## src/rtl/window_watchdog.sv

```systemverilog
module window_watchdog #(
  parameter int CW    = 7,
  parameter int PW    = 14,
  parameter int DLY_S = 256,
  parameter int DLY_L = 4096
) (
  input  logic          clk,
  input  logic          rst_n,
  input  logic          wr_ctrl,
  input  logic          wr_win,
  input  logic [CW:0]   wr_data,
  input  logic          hw_wdg,
  input  logic          halt_cfg,
  input  logic          long_dly,
  input  logic          halt_req,
  input  logic          ahalt_req,
  input  logic          wake_irq,
  output logic          wdg_rst,
  output logic          halt_ok,
  output logic          wdg_on,
  output logic [CW-1:0] count
);
  localparam int DW = $clog2(DLY_L + 1);
  localparam logic [CW-1:0] FULL = {CW{1'b1}};

  typedef enum logic [2:0] {S_RUN, S_DLY, S_HALT, S_AHALT, S_BITE} st_t;

  st_t            st;
  logic           en;
  logic [CW-1:0]  cnt, win;
  logic [PW-1:0]  pre;
  logic [DW-1:0]  dc;

  wire            act   = en | hw_wdg;
  wire            tick  = &pre;
  wire [CW-1:0]   dec   = cnt - 1'b1;
  wire            early = act && (cnt > win);
  wire            lowld = (en | wr_data[CW] | hw_wdg) && !wr_data[CW-1];
  wire [DW-1:0]   lim   = long_dly ? DW'(DLY_L - 1) : DW'(DLY_S - 1);

  always_ff @(posedge clk or negedge rst_n) begin
    if (!rst_n) begin
      st  <= S_DLY;
      en  <= 1'b0;
      cnt <= FULL;
      win <= FULL;
      pre <= '0;
      dc  <= '0;
    end else begin
      pre <= ((st == S_RUN && act) || st == S_BITE) ? pre + 1'b1 : '0;
      case (st)
        S_RUN, S_DLY: begin
          if (st == S_DLY) begin
            if (dc == lim) begin
              dc <= '0;
              st <= S_RUN;
            end else begin
              dc <= dc + 1'b1;
            end
          end
          if (wr_win) win <= wr_data[CW-1:0];
          if (wr_ctrl) begin
            pre <= '0;
            if (early || lowld) begin
              st <= S_BITE;
            end else begin
              cnt <= wr_data[CW-1:0];
              en  <= en | wr_data[CW];
            end
          end else if (st == S_RUN) begin
            if (halt_req) begin
              if (act && !halt_cfg) begin
                st  <= S_BITE;
                pre <= '0;
              end else begin
                if (act) cnt <= dec;
                st <= S_HALT;
              end
            end else if (ahalt_req) begin
              st <= S_AHALT;
            end else if (act && tick) begin
              cnt <= dec;
              if (!dec[CW-1]) st <= S_BITE;
            end
          end
        end
        S_HALT: if (wake_irq) begin
          st <= S_DLY;
          dc <= '0;
        end
        S_AHALT: if (wake_irq) st <= S_RUN;
        S_BITE: if (tick) begin
          st  <= S_DLY;
          cnt <= FULL;
          win <= FULL;
          en  <= 1'b0;
          dc  <= '0;
        end
        default: st <= S_DLY;
      endcase
    end
  end

  assign wdg_rst = (st == S_BITE);
  assign halt_ok = (st == S_HALT) || (st == S_AHALT);
  assign wdg_on  = act;
  assign count   = cnt;
endmodule

```

## config.mk

```make
export PLATFORM = sky130hd
export DESIGN_NAME = window_watchdog
export DESIGN_NICKNAME = d
export VERILOG_FILES = /design/src/rtl/window_watchdog.sv
export SDC_FILE = /design/constraint.sdc
export NUM_CORES = 1
export LEC_CHECK = 0
export BUFFER_PORTS_ARGS = -buffer_cell sky130_fd_sc_hd__buf_4
export CAP_MARGIN = 20
export CELL_PAD_IN_SITES_DETAIL_PLACEMENT = 0
export CELL_PAD_IN_SITES_GLOBAL_PLACEMENT = 1
export CORE_MARGIN = 2
export CORE_UTILIZATION = 41
export CTS_CLUSTER_DIAMETER = 120
export DETAILED_ROUTE_END_ITERATION = 12
export PLACE_DENSITY_LB_ADDON = 0.1
export SLEW_MARGIN = 20
export SYNTH_ARGS = -nofsm -noshare
export SYNTH_HDL_FRONTEND = slang
export SYNTH_SLANG_ARGS = --single-unit
```

## constraint.sdc

```tcl
create_clock -name clk -period 2.3 [get_ports clk]
set_clock_uncertainty 0.15 [all_clocks]
set_input_delay 0.115 -clock clk [delete_from_list [all_inputs] [get_ports clk]]
set_output_delay 0.115 -clock clk [all_outputs]
set_load 0.02 [all_outputs]
```

==> metrics list <==
- Layout cells sized above 1: 31.0%
- For this design the ratio of total power to cell area is 1210 nW/um^2.
* Standard cell core area: between 6000 and 7000 sq um
- Measured against its own limit, the worst slew margin works out to about three fifths.
- The tightest min-delay check is of the in -> reg type.
- In the global route stage, overall resource usage came out at 19.2%.
- Via Count: 2353
- FILL cells: 606
- Once detailed placement completed, the half-perimeter wirelength came to 4710 microns.
* Worst min-delay path startpoint: ahalt_req
- The final hold violation count was 0.
* Number of clock buffers inserted by TritonCTS: 5
- Max-capacitance violation count: 0
* Maximum cell stage delay along the critical path: 0.55 ns
* Antenna cell count: 0
- Before antenna repair, the detailed router went through 4 iterations.
* Via count of the first global-routing pass: approximately 2.3k
* Area added between synthesis and finish: 32.3%
* Number of cell rows: 29
- Top-area cell type share of the netlist area: ~28%
- Crit Path Category: reg -> reg
- Number of buffers between clock root and the deepest sink: 2
* Area of the die: 7170 sq um
- Buffers on Ports: 27
* Final number of max-transition violations: 0
- In the final routed layout, each cell accounts on average for 15.3 microns.
- Outcome: finished, violations left
* Post-synthesis instance total: 292
* Buffers & Inverters on Critical Path: 2
* Register clock-pin slew on the reported worst setup and hold paths: 0.10 ns
- Timing analysis after detailed placement gives a worst setup slack of -0.191 ns.
* TritonCTS clock tree: done
- Iteration-0 DRC Markers: 113
- Maximum number of pins on one net before global-route repair: 46
- The most used flip-flop cell after synthesis is dfrtp_1.
- Die Y: ~85 microns
* Family of cells with the greatest summed delay on the critical path: compound AO/OA/AOI/OAI gates
* Clk Latency, worst-skew pair: 0.31 ns
* Wire length of the first global-routing pass: 11100 microns
- Initial core utilization: 42.3%
* Final GP Congestion: 0.756
- Counting distinct cell types in the post-synthesis netlist gives 53.
- The routed design could run at a clock period as short as 2.31 ns.
- Dividing the final minimum period by the clock period gives 100%.
- Number of endpoints failing setup at the final stage: 2
* Most frequent cells after synthesis: 35 x nor2_1, 30 x dfrtp_1, 20 x o21ai_0, 18 x nand2_1, 15 x dfstp_2
* WL met1: 3390 microns
- For this block, the routed nets add up to around 6600 microns of wire.
- The most critical setup path has its startpoint at win[3]$_DFFE_PN1P_.
- Routed wl met3: 257 microns
- Synthesis inferred 45 register bits.
* Remaining routing DRC violations: 0
- Leading cell types by total area after synthesis: dfrtp_1 28%, dfstp_2 15%, nor2_1 4.9%, ha_1 4.7%, xor2_1 3.9%
* Pleak: 0.00152 uW
* Required @ worst endpoint: 2.40 ns
- Summing the sequential cell areas from Yosys gives 42.9% of the chip area.
- For this design the top-level I/O count stands at 28.
- The initial antenna violation count came to 0.
- Unrepaired setup endpoints after global routing: true
* Maximum level of the CTS H-tree: 2
- Clock Sinks: between 40 and 50
- Yosys top cell by area: dfrtp_1
* Worst path slowest cell: dfstp_2
- Warnings, synthesis: 0
- Once detail routing completed, the nets flagged for antenna violations numbered 0.
* Minimum setup slack in the final design: -0.0106 ns
- Fraction of registers with async set or reset after synthesis: 100%
- Actual transition at the worst max-transition pin: between 0.6 and 0.7 ns
- Clock tree root buffer cell: clkbuf_8
* Per-instance average area after synthesis: 9.14 sq um
- Maximum ir drop on the vdd rail: 0.721 mV
- EDFF count, synth: 0
- Critical Path, Cell by Cell: inv_1, ha_1, a211o_1, a21oi_2, a211o_1, nand4b_1, buf_6, a211o_4, a21oi_2
- Synthesis produced a netlist with a net count of between 300 and 400.
- nor2_1 is the most common cell in the netlist.
* Endpoint type of the worst setup path: register
- The worst setup path is launched from a register.
* Critical register-to-register path startpoint: win[3]$_DFFE_PN1P_
* Peak fanout along the critical path: 8
- Combined area of all synthesized cells: between 2000 and 3000 sq um
- Data arrival time of the critical path: about 2.4 ns
- FMAX: approximately 0.43 GHz
- Average via count per standard cell: 5.41
- The total overflow left after global routing is 0.
* Total met2 wirelength after detailed routing: 2920 microns
- NumNets Final: roughly 390
* X dimension of the die: 84.7 microns
* Highest metal layer with signal wires: met4
- Failing checks: negative setup slack
- Once layout is done, the placed cells without fillers occupy ~3500 sq um.
* Placed Instance Area: about 3100 sq um
## flip-flops by register name, summed over array words and instances (netlist names)
| signal | flops |
|---|---|
| pre | 14 |
| win | 7 |
| st | 3 |
| en | 1 |
| dc | 13 |
| count | 7 |
## cell families after synthesis
| group | count (synthesis) | share of synthesized area, % |
|---|---|---|
| buf+inv | 25 | 4.22 |
| flops | 45 | 42.9 |
| fa+ha+maj | 10 | 4.69 |
| xor+xnor | 17 | 5.58 |
| compound gates | 70 | 17.4 |
| mux | 1 | 0.375 |
| simple gates | 124 | 24.8 |
## final cells by class
class	instances	area, sq um	share of cell area (%)
Clock buffer	6	82.6	2.34
Multi-Input combinational cell	222	1570	44.4
Tap cell	77	96.3	2.73
Inverter	15	58.8	1.67
Sequential cell	45	1140	32.4
Timing Repair Buffer	68	543	15.4
Clock inverter	2	37.5	1.06
## layout by cell type, fill, tap and decap left out, types with 6 or more instances in the layout
master | synthesis | routed
a21oi_1 | 14 | 9
o22a_1 | 7 | 7
clkbuf_8 | 0 | 6
xor2_1 | 12 | 12
nor3_1 | 8 | 7
nand3_1 | 13 | 13
nand4_1 | 6 | 6
dfrtp_1 | 30 | 30
o21ai_0 | 20 | 19
and3_1 | 8 | 8
dlygate4sd3_1 | 0 | 10
nand2b_1 | 6 | 6
nor2_1 | 35 | 34
nand2_1 | 18 | 18
buf_4 | 0 | 56
inv_1 | 14 | 9
nor2b_1 | 6 | 6
dfstp_2 | 15 | 15
## what timing repair did
item,CTS,global route
setup endpoints to repair,8,9
setup buffers,2,0
pin swaps,12,7
gates resized for setup,17,10
gates cloned,0,0
hold endpoints to repair,44,0
hold buffers,10,0
## where the power goes
part	switching [uW]	internal [uW]
clock network	297	354
registers	200	1100
logic	1240	1090
## worst register-to-register path, cell delays in order (launching register included)
cell	delay, ns
dfstp_2	0.55
inv_1	0.05
ha_1	0.17
a211o_1	0.30
a21oi_2	0.14
a211o_1	0.14
nand4b_1	0.17
buf_6	0.20
a211o_4	0.26
a21oi_2	0.11
## routing by layer
| metal | track usage [%] | vias to the layer above |
|---|---|---|
| li1 | - | 1182 |
| met5 | 0 | - |
| met3 | 4.03 | 6 |
| met2 | 30.2 | 35 |
| met1 | 27.1 | 1130 |
| met4 | 4.76 | 0 |
## final timing paths
path,slack [ns],end,depth (start not counted)
max in group asynchronous,1.39,dc[7]$_DFFE_PN0P_,2
max reg2reg,-0.01,count[4]$_DFFE_PN1P_,9
min in group asynchronous,0.21,pre[13]$_DFF_PN0_,2
min,0.04,st[0]$_DFFE_PN1P_,3
max,-0.01,count[4]$_DFFE_PN1P_,9
min reg2reg,0.37,dc[3]$_DFFE_PN0P_,1
## through the flow
| step | hold slack (ns) | cells | total power [uW] | util [%] | TNS [ns] |
|---|---|---|---|---|---|
| 5_1_grt | 0.0703 | 435 | 4600 | 55.9 | -0.448 |
| 3_3_place_gp | 0.0205 | 415 | 3340 | 49.8 | -0.184 |
| 2_1_floorplan | -0.331 | 292 | 2550 | - | -0.00702 |
| 4_1_cts | 0.0269 | 435 | 4210 | 54.9 | -0.183 |
| 3_5_place_dp | 0.0204 | 415 | 3360 | 49.8 | -0.821 |
| 6_report | 0.0361 | 435 | 4270 | 55.9 | -0.0207 |
(Power assumes the default switching activity.)
